==> config.mk <==
export PLATFORM = sky130hd
export DESIGN_NAME = tlb_cam
export DESIGN_NICKNAME = d
export VERILOG_FILES = /design/src/rtl/tlb_pkg.sv /design/src/rtl/tlb_tag_cam.sv /design/src/rtl/tlb_prio_enc.sv /design/src/rtl/tlb_payload_ram.sv /design/src/rtl/tlb_victim_sel.sv /design/src/rtl/tlb_cam.sv
export SDC_FILE = /design/constraint.sdc
export NUM_CORES = 2
export LEC_CHECK = 0
export ABC_AREA = 1
export ABC_CLOCK_PERIOD_IN_PS = 5200
export BUFFER_PORTS_ARGS = -buffer_cell sky130_fd_sc_hd__buf_2
export CORE_ASPECT_RATIO = 0.9
export CORE_MARGIN = 2
export CORE_UTILIZATION = 40
export CTS_BUF_LIST = sky130_fd_sc_hd__clkbuf_2
export DETAILED_ROUTE_END_ITERATION = 12
export PLACE_DENSITY = 0.52
export SKIP_LAST_GASP = 1
export SLEW_MARGIN = 20
export SYNTH_ARGS = -nofsm -noshare
export SYNTH_HDL_FRONTEND = slang
export SYNTH_SLANG_ARGS = --single-unit
==> constraint.sdc <==
create_clock -name clk_i -period 5.2 [get_ports clk_i]
set_input_delay 0 -clock clk_i [delete_from_list [all_inputs] [get_ports clk_i]]
set_output_delay 0 -clock clk_i [all_outputs]
set_load 0.02 [all_outputs]
==> src/rtl/tlb_pkg.sv <==
package tlb_pkg;
  localparam int unsigned DEF_ENTRIES = 16;
  localparam int unsigned DEF_VA_W    = 32;
  localparam int unsigned DEF_OFF_W   = 12;
  localparam int unsigned DEF_PPN_W   = 20;
  localparam int unsigned DEF_STAT_W  = 3;

  typedef enum logic {
    VIC_FREE  = 1'b0,
    VIC_ROUND = 1'b1
  } vic_src_e;
endpackage

==> src/rtl/tlb_tag_cam.sv <==
module tlb_tag_cam #(
  parameter int unsigned ENTRIES = 16,
  parameter int unsigned VPN_W   = 20
) (
  input  logic               clk_i,
  input  logic               rst_ni,
  input  logic               flush_i,
  input  logic [ENTRIES-1:0] we_i,
  input  logic [VPN_W-1:0]   wvpn_i,
  input  logic [VPN_W-1:0]   key_i,
  output logic [ENTRIES-1:0] match_o,
  output logic [ENTRIES-1:0] valid_o
);
  logic [VPN_W-1:0] tag_q [ENTRIES];
  logic [ENTRIES-1:0] valid_q;

  for (genvar g = 0; g < ENTRIES; g++) begin : g_row
    always_ff @(posedge clk_i or negedge rst_ni) begin
      if (!rst_ni) begin
        valid_q[g] <= 1'b0;
        tag_q[g]   <= '0;
      end else if (flush_i) begin
        valid_q[g] <= 1'b0;
      end else if (we_i[g]) begin
        valid_q[g] <= 1'b1;
        tag_q[g]   <= wvpn_i;
      end
    end
    assign match_o[g] = valid_q[g] && (tag_q[g] == key_i);
  end

  assign valid_o = valid_q;
endmodule

==> src/rtl/tlb_prio_enc.sv <==
module tlb_prio_enc #(
  parameter int unsigned ENTRIES = 16,
  localparam int unsigned IDX_W  = $clog2(ENTRIES)
) (
  input  logic [ENTRIES-1:0] req_i,
  output logic [IDX_W-1:0]   idx_o,
  output logic               any_o,
  output logic               multi_o
);
  always_comb begin
    idx_o = '0;
    for (int i = ENTRIES - 1; i >= 0; i--) begin
      if (req_i[i]) idx_o = IDX_W'(i);
    end
  end

  assign any_o   = |req_i;
  assign multi_o = $countones(req_i) > 1;
endmodule

==> src/rtl/tlb_payload_ram.sv <==
module tlb_payload_ram #(
  parameter int unsigned ENTRIES = 16,
  parameter int unsigned PL_W    = 24,
  localparam int unsigned IDX_W  = $clog2(ENTRIES)
) (
  input  logic               clk_i,
  input  logic               rst_ni,
  input  logic [ENTRIES-1:0] we_i,
  input  logic [PL_W-1:0]    wdata_i,
  input  logic [IDX_W-1:0]   ridx_i,
  output logic [PL_W-1:0]    rdata_o
);
  logic [PL_W-1:0] mem_q [ENTRIES];

  for (genvar g = 0; g < ENTRIES; g++) begin : g_word
    always_ff @(posedge clk_i or negedge rst_ni) begin
      if (!rst_ni)      mem_q[g] <= '0;
      else if (we_i[g]) mem_q[g] <= wdata_i;
    end
  end

  assign rdata_o = mem_q[ridx_i];
endmodule

==> src/rtl/tlb_victim_sel.sv <==
module tlb_victim_sel #(
  parameter int unsigned ENTRIES = 16,
  localparam int unsigned IDX_W  = $clog2(ENTRIES)
) (
  input  logic               clk_i,
  input  logic               rst_ni,
  input  logic [ENTRIES-1:0] valid_i,
  input  logic               fill_go_i,
  output logic [IDX_W-1:0]   victim_o
);
  import tlb_pkg::*;

  logic [IDX_W-1:0] rr_q;
  logic [IDX_W-1:0] free_idx;
  logic             free_any;
  vic_src_e         src;

  tlb_prio_enc #(.ENTRIES(ENTRIES)) u_free_enc (
    .req_i  (~valid_i),
    .idx_o  (free_idx),
    .any_o  (free_any),
    .multi_o()
  );

  assign src      = free_any ? VIC_FREE : VIC_ROUND;
  assign victim_o = (src == VIC_FREE) ? free_idx : rr_q;

  always_ff @(posedge clk_i or negedge rst_ni) begin
    if (!rst_ni) begin
      rr_q <= '0;
    end else if (fill_go_i && src == VIC_ROUND) begin
      rr_q <= (rr_q == IDX_W'(ENTRIES - 1)) ? '0 : rr_q + 1'b1;
    end
  end
endmodule

==> src/rtl/tlb_cam.sv <==
module tlb_cam #(
  parameter int unsigned ENTRIES = tlb_pkg::DEF_ENTRIES,
  parameter int unsigned VA_W    = tlb_pkg::DEF_VA_W,
  parameter int unsigned OFF_W   = tlb_pkg::DEF_OFF_W,
  parameter int unsigned PPN_W   = tlb_pkg::DEF_PPN_W,
  parameter int unsigned STAT_W  = tlb_pkg::DEF_STAT_W
) (
  input  logic                     clk_i,
  input  logic                     rst_ni,
  input  logic                     lookup_i,
  input  logic [VA_W-1:0]          va_i,
  input  logic                     flush_i,
  input  logic                     fill_i,
  input  logic [VA_W-OFF_W-1:0]    fill_vpn_i,
  input  logic [PPN_W-1:0]         fill_ppn_i,
  input  logic                     fill_dirty_i,
  input  logic [STAT_W-1:0]        fill_status_i,
  output logic                     rsp_valid_o,
  output logic                     hit_o,
  output logic                     multi_hit_o,
  output logic [PPN_W+OFF_W-1:0]   pa_o,
  output logic                     dirty_o,
  output logic [STAT_W-1:0]        status_o
);
  localparam int unsigned VPN_W = VA_W - OFF_W;
  localparam int unsigned IDX_W = $clog2(ENTRIES);
  localparam int unsigned PL_W  = PPN_W + 1 + STAT_W;
  localparam int unsigned PA_W  = PPN_W + OFF_W;

  logic [ENTRIES-1:0] entry_match;
  logic [ENTRIES-1:0] entry_valid;
  logic [ENTRIES-1:0] fill_we;
  logic [IDX_W-1:0]   hit_idx;
  logic [IDX_W-1:0]   victim;
  logic               any_hit;
  logic               many_hit;
  logic               fill_go;
  logic [PL_W-1:0]    rd_pl;
  logic [PL_W-1:0]    wr_pl;

  // flush has priority over fill
  assign fill_go = fill_i && !flush_i;

  for (genvar g = 0; g < ENTRIES; g++) begin : g_we
    assign fill_we[g] = fill_go && (victim == IDX_W'(g));
  end

  assign wr_pl = {fill_dirty_i, fill_status_i, fill_ppn_i};

  tlb_tag_cam #(.ENTRIES(ENTRIES), .VPN_W(VPN_W)) u_cam (
    .clk_i  (clk_i),
    .rst_ni (rst_ni),
    .flush_i(flush_i),
    .we_i   (fill_we),
    .wvpn_i (fill_vpn_i),
    .key_i  (va_i[VA_W-1:OFF_W]),
    .match_o(entry_match),
    .valid_o(entry_valid)
  );

  tlb_prio_enc #(.ENTRIES(ENTRIES)) u_hit_enc (
    .req_i  (entry_match),
    .idx_o  (hit_idx),
    .any_o  (any_hit),
    .multi_o(many_hit)
  );

  tlb_payload_ram #(.ENTRIES(ENTRIES), .PL_W(PL_W)) u_ram (
    .clk_i  (clk_i),
    .rst_ni (rst_ni),
    .we_i   (fill_we),
    .wdata_i(wr_pl),
    .ridx_i (hit_idx),
    .rdata_o(rd_pl)
  );

  tlb_victim_sel #(.ENTRIES(ENTRIES)) u_vic (
    .clk_i    (clk_i),
    .rst_ni   (rst_ni),
    .valid_i  (entry_valid),
    .fill_go_i(fill_go),
    .victim_o (victim)
  );

  always_ff @(posedge clk_i or negedge rst_ni) begin
    if (!rst_ni) begin
      rsp_valid_o <= 1'b0;
      hit_o       <= 1'b0;
      multi_hit_o <= 1'b0;
      pa_o        <= '0;
      dirty_o     <= 1'b0;
      status_o    <= '0;
    end else begin
      rsp_valid_o <= lookup_i;
      if (lookup_i) begin
        hit_o       <= any_hit;
        multi_hit_o <= many_hit;
        pa_o        <= {any_hit ? rd_pl[PPN_W-1:0] : PPN_W'(0), va_i[OFF_W-1:0]};
        dirty_o     <= any_hit && rd_pl[PL_W-1];
        status_o    <= any_hit ? rd_pl[PPN_W +: STAT_W] : '0;
      end
    end
  end

  logic [PA_W-1:0] unused_pa_w;
  assign unused_pa_w = '0;
endmodule

---- Word level (Yosys, flattened, before mapping) ----
Index checks and enable logic that the tools add are counted.
word-level totals
  bits in registers ....................... 763
  bits of input ports ..................... 81
  output and inout bits ................... 39
operators by class
  add/subtract/negate cells ............... 16
  $lt $le $gt $ge ......................... 2
  equality and inequality tests ........... 32
  mux-type cells .......................... 72
  bitwise logic cells ..................... 3
  reduce and logical (&&, ||, !) cells .... 71
operators with widths
  cell                                                                   count
  20-bit == test                                                         16
  32-bit adder                                                           7
  4-bit 2-to-1 mux                                                       34
  24-bit binary-select mux with 4-bit select                             1
  24-bit 2-to-1 mux                                                      2
  4-bit == test, second input constant                                   9
  1-bit logical AND                                                      35
  1-bit 2-to-1 mux                                                       33
  32-bit by 2-bit > comparator with 1-bit output, second input constant  1
  2-bit AND reduction                                                    16
  2-bit nonzero test                                                     16
  16-bit OR reduction                                                    2
  20-bit 2-to-1 mux                                                      1
  1-bit by 1-bit adder with 2-bit output                                 8
  4-bit by 3-bit == test with 1-bit output, second input constant        4
  16-bit NOT                                                             1
  4-bit by 2-bit == test with 1-bit output, second input constant        2
  5-bit greater-or-equal comparator, second input constant               1
  4-bit NOT with 5-bit output                                            1
  4-bit by 1-bit adder with 4-bit output, second input constant          1
  4-bit by 1-bit == test with 1-bit output, second input constant        1
  4-bit zero test                                                        1
  3-bit 2-to-1 mux                                                       1
  1-bit zero test                                                        1
  1-bit NOT                                                              1

---- Depth between registers and ports, before layout ----
  depth in word-level cells ............... 23
  gate-level depth with buffers ........... 34
  mapped depth without buffers ............ 29

---- Cells and area by module ----
From an unflattened synthesis, not the netlist that was laid out.
second synthesis, totals
  cells, all modules ...................... 5,390
  area, all modules ....................... 39,016.2 um2
modules (own cells, without submodules)
  module           times used  cells an instance  area an instance (um2)  seq. area each (um2)
  tlb_payload_ram  1           2,490              18,499.0                9,609.2
  tlb_tag_cam      1           2,493              17,384.2                8,408.1
  tlb_cam          1           199                1,697.9                 975.9
  tlb_prio_enc     2           78                 549.3                   0.0
  tlb_victim_sel   1           52                 336.6                   100.1

---- Least setup slack after synthesis ----
Ideal clock, no wire load.
  kind .................................... reg-to-reg
  from .................................... reg u_cam.tag_q[211] (netlist name)
  to ...................................... reg multi_hit_o
  setup time .............................. 0.143 ns
  arrival time ............................ 4.578 ns
  data required time ...................... 5.057 ns
  slack ................................... 0.479 ns
  stages on the path, launching flop included .. 19
  period minus slack after synthesis ...... 4.721 ns
  cells stage by stage .................... dfrtp_1 inv_1 a2111oi_0 nand4_1 nor4_1 nand2_1 nor4_1 inv_1 ha_1 fa_1 fa_1 inv_1 fa_1 inv_1 fa_1 ha_1 fa_1 a2111oi_0 a31oi_1
on the way
  cells in the longest elaborated chain, start to end .. 7
RTL lines
  item                                                          RTL line            RTL
  start, declared                                               tlb_tag_cam.sv:14   logic [VPN_W-1:0] tag_q [ENTRIES];
  start signal, assigned by index                               tlb_tag_cam.sv:26   tag_q[g] <= wvpn_i;
  20-bit == test                                                tlb_tag_cam.sv:29   assign match_o[g] = valid_q[g] && (tag_q[g] == key_i);
  1-bit logical AND                                             tlb_tag_cam.sv:29
  1-bit by 1-bit adder with 2-bit output (implied by the code)  tlb_prio_enc.sv:18  assign multi_o = $countones(req_i) > 1;
  32-bit adder (implied by the code) (3 in series)              tlb_prio_enc.sv:18
  32-bit by 2-bit > comparator with 1-bit output                tlb_prio_enc.sv:18
  end signal, assigned                                          tlb_cam.sv:97       multi_hit_o <= many_hit;
  end, declared                                                 tlb_cam.sv:20       output logic multi_hit_o,
No other way between the ends.
A chain may end at the register's enable or synchronous reset.

---- Worst setup path after layout ----
Ends and elaborated chain as after synthesis.

==> qor.csv <==
stage,metric,value,unit
floorplanning,Top Ports,120,
setup_path,Crit path required time,6540,ps
floorplanning,num rows,108,
setup_path,Critical Path Start Type,flop,
synthesis,async set or reset register ratio after synthesis,1.00,
synthesis,Area contributors post-synth,"dfrtp_1 (49%), nand2_1 (13%), o21ai_0 (9.6%)",
synthesis,register area share after synthesis,0.491,
power_and_ir_drop,switching share of total power,0.321,
setup_path,critical path data arrival time,6410,ps
placed_design,hpwl dp,90600,µm
clock_tree,clock tree root driver cell,clkbuf_2,
timing,final hold violation count,0,
synthesis,Post-synth EDFFs,0,
route,iteration-0 DRC count of the detailed router,4313,
clock_tree,clock net sink count,763,
layout,final standard cell area without fillers,0.0446,mm²
route,count of unresolved DRC violations after routing,0,
power_and_ir_drop,Comb pwr share,0.133,
synthesis,share of the synthesized area in the top cell type,0.491,
synthesis,post-synthesis register bit count,763,
placed_design,placed standard-cell area,0.0409,mm²
setup_path,maximum fanout along the worst path,2,
route,length of the first detailed-routing pass in iterations,8,
placed_design,Cells after DPL,6135,
route,routed vias,36600,
power_and_ir_drop,Leak Pwr,21.2,nW
synthesis,Mapped Cells,4952,
placed_design,IO buf count,119,
layout,fraction of final layout cells with drive strength greater than 1,0.127,
floorplanning,die boundary width,333,µm
global_routing,first-pass GRT wire length,228000,µm
global_routing,global routing usage summed across all routing layers,0.305,
power_and_ir_drop,peak supply drop,0.153,mV
floorplanning,core area,0.0963,mm²
power_and_ir_drop,total chip power,12.5,mW
run,max-capacitance violation count,0,
floorplanning,Total Die Area,0.0997,mm²
clock_tree,H-tree depth,4,
clock_tree,# Post-CTS Setup Buffers,0,
timing,maximum achievable frequency,197,MHz
setup_path,classification of the worst setup path,flop to flop,
synthesis,cell area after synthesis,0.0389,mm²
power_and_ir_drop,Clock Power Share,0.345,
layout,number of nets in the finished design,5368,
route,routed wire length,152000,µm
synthesis,commonest register cell after synthesis,dfrtp_1,
synthesis,top cell type by total area after synthesis,dfrtp_1,
run_status,outcome,"finished, final reports clean",
route,vias per inst,5.48,
clock_tree,Clock Path Buffers,3,
min_path,min-delay worst type,primary input to asynchronous set/reset pin,
floorplanning,die extent in y,300,µm
global_routing,overflow left after global routing,0,
floorplanning,initial core utilization,0.403,
synthesis,warnings from Yosys,0,
placed_design,routability congestion estimate from global placement,0.990,
clock_tree,"CTS clk-pin slew, worst paths",110,ps
timing,min Tclk post-route,5060,ps
timing,count of final setup violators,0,
layout,layout overhead on the synthesized area,14.7,%
timing,final count of pins violating max slew,0,
synthesis,synthesized netlist net count,5068,
timing,setup repair after global routing missed its margin,true,
clock_tree,TritonCTS buffer count,204,
clock_tree,"Clk Latency, worst-skew pair",1560,ps
timing,clock tree skew after final layout,114,ps
power_and_ir_drop,register share of total power,0.522,
clock_tree,clock tree from TritonCTS,yes,
timing,Slew Limit Headroom,0.180,
global_routing,number of global-route vias before repair,34900,
timing,actual slew at the worst max-slew pin,1230,ps
global_routing,initial antenna violation count,9,
layout,number of cells in the finished layout apart from fillers,6679,
timing,final cycle utilization of the critical path,0.974,
route,Antenna Violating Nets Remaining,0,
route,per-cell routed wire length,22.8,µm
synthesis,mean instance size in the synthesized netlist,7.85,µm²
synthesis,Synth cell types,54,
global_routing,largest net degree at the start of global routing,158,
power_and_ir_drop,power per cell area,280,mW/mm²
setup_path,type of element capturing the critical path,flop,
power_and_ir_drop,Internal Power,8.49,mW
power_and_ir_drop,P_sw,4.01,mW
-- worst max-delay path, stage by stage (launching register included) --
cell	delay [ps]
dfrtp_1	360
inv_1	80
a2111oi_4	350
nand4_1	110
nor4_1	180
nand2_1	130
nor4_4	190
buf_4	160
inv_1	40
ha_1	300
fa_1	480
fa_1	490
inv_1	50
fa_1	370
inv_1	80
fa_1	430
ha_1	250
fa_1	470
a2111oi_2	250
a31oi_1	120
-- flip-flops by register name, summed over array words and instances, names as in the netlist --
name / count
status_o: 3
pa_o: 32
hit_o: 1
u_ram.mem_q: 384
rsp_valid_o: 1
u_cam.tag_q: 320
dirty_o: 1
u_vic.rr_q: 4
u_cam.valid_o: 16
multi_hit_o: 1
-- power by group through the flow --
| stage | sequential, mW | clock, mW | combinational, mW |
|---|---|---|---|
| global route | 6.57 | 4.78 | 1.86 |
| floorplan | 6.57 | 0 | 0.901 |
| detailed placement | 6.63 | 0 | 1.54 |
| global placement | 6.63 | 0 | 1.53 |
| finish | 6.53 | 4.31 | 1.66 |
| CTS | 6.52 | 4.44 | 1.65 |
-- cell usage in the layout, fill, tap and decap left out, types with 15 or more instances in the layout --
cell	instances
ha_1	24
o21ai_0	745
inv_2	22
dfrtp_1	763
nor3_1	64
nand3_1	601
nand2_1	1331
o2111ai_1	21
o21ai_1	25
xnor2_1	31
buf_2	118
o22ai_1	15
xor2_1	64
dlygate4sd3_1	175
clkbuf_2	311
nor2_1	282
inv_1	335
clkinv_1	35
buf_4	119
nand2_4	16
nor4_1	61
nand4_1	65
buf_12	27
or2_2	26
-- cell families after synthesis --
kind of cell,Yosys count,share of synthesized area
XOR/XNOR,96,0.0218
buffers and inverters,709,0.0796
adder cells (fa/ha/maj),35,0.0134
AO/OA/AOI/OAI,839,0.113
AND/OR/NAND/NOR,2510,0.281
flip-flops,763,0.491
-- what timing repair did --
item / 4_1_cts / 5_1_grt
resized for setup: 3 / 8
hold buffers: 176 / 0
endpoints found under the setup margin: 1 / 1
hold endpoints to repair: 1526 / 0
-- through the flow --
stage / setup slack [ps] / TNS, ps / utilization / hold WS [ps]
6_report: 135 / 0 / 0.463 / 99.7
3_5_place_dp: -155 / -155 / 0.425 / -9.37
3_3_place_gp: -68.9 / -68.9 / 0.425 / -18.5
4_1_cts: 6.00 / 0 / 0.462 / 1.74
5_1_grt: -181 / -181 / 0.463 / 64.7
2_1_floorplan: 479 / 0 / - / -296
-- path summary, 6_finish.rpt --
path | from | to | slack [ps] | cells past startpoint
max | u_cam.tag_q[211]$_DFFE_PN0P_ | multi_hit_o$_DFFE_PN0P_ | 140 | 19
min | rst_ni | u_cam.tag_q[179]$_DFFE_PN0P_ | 100 | 5
max reg2reg | u_cam.tag_q[211]$_DFFE_PN0P_ | multi_hit_o$_DFFE_PN0P_ | 140 | 19
min reg2reg | pa_o[22]$_DFFE_PN0P_ | pa_o[22]$_DFFE_PN0P_ | 480 | 2
max in group asynchronous | rst_ni | u_ram.mem_q[208]$_DFFE_PN0P_ | 3690 | 6
min in group clk_i | lookup_i | pa_o[17]$_DFFE_PN0P_ | 140 | 5
-- routing by layer --
| metal | up-vias | part of all wire | GRT usage |
|---|---|---|---|
| met3 | 263 | 0.084 | 0.0551 |
| met4 | 2 | 0.025 | 0.0920 |
| li1 | 17000 | - | - |
| met2 | 1602 | 0.42 | 0.440 |
| met1 | 17800 | 0.47 | 0.464 |
| met5 | - | 0.00052 | 0 |
-- synthesized netlist by cell type, types with 25 or more instances --
library cell  instances
buf_2                73
buf_4                40
clkbuf_1            200
dfrtp_1             763
inv_1               337
nand2_1            1348
nand3_1             601
nand4_1              65
nor2_1              283
nor3_1               64
nor4_1               66
o21ai_0             745
o21ai_1              25
or2_2                26
xnor2_1              31
xor2_1               64
-- area by class of cell --
type	instances	area, µm²
antenna	10	25.0
clock buffer	311	1560
clock inverter	47	244
fill	9827	51800
inverter	362	1370
multi-input combinational	3480	16900
sequential	763	19100
tap	1265	1580
timing repair buffer	441	3820
Power figures use the tool's default switching activity.
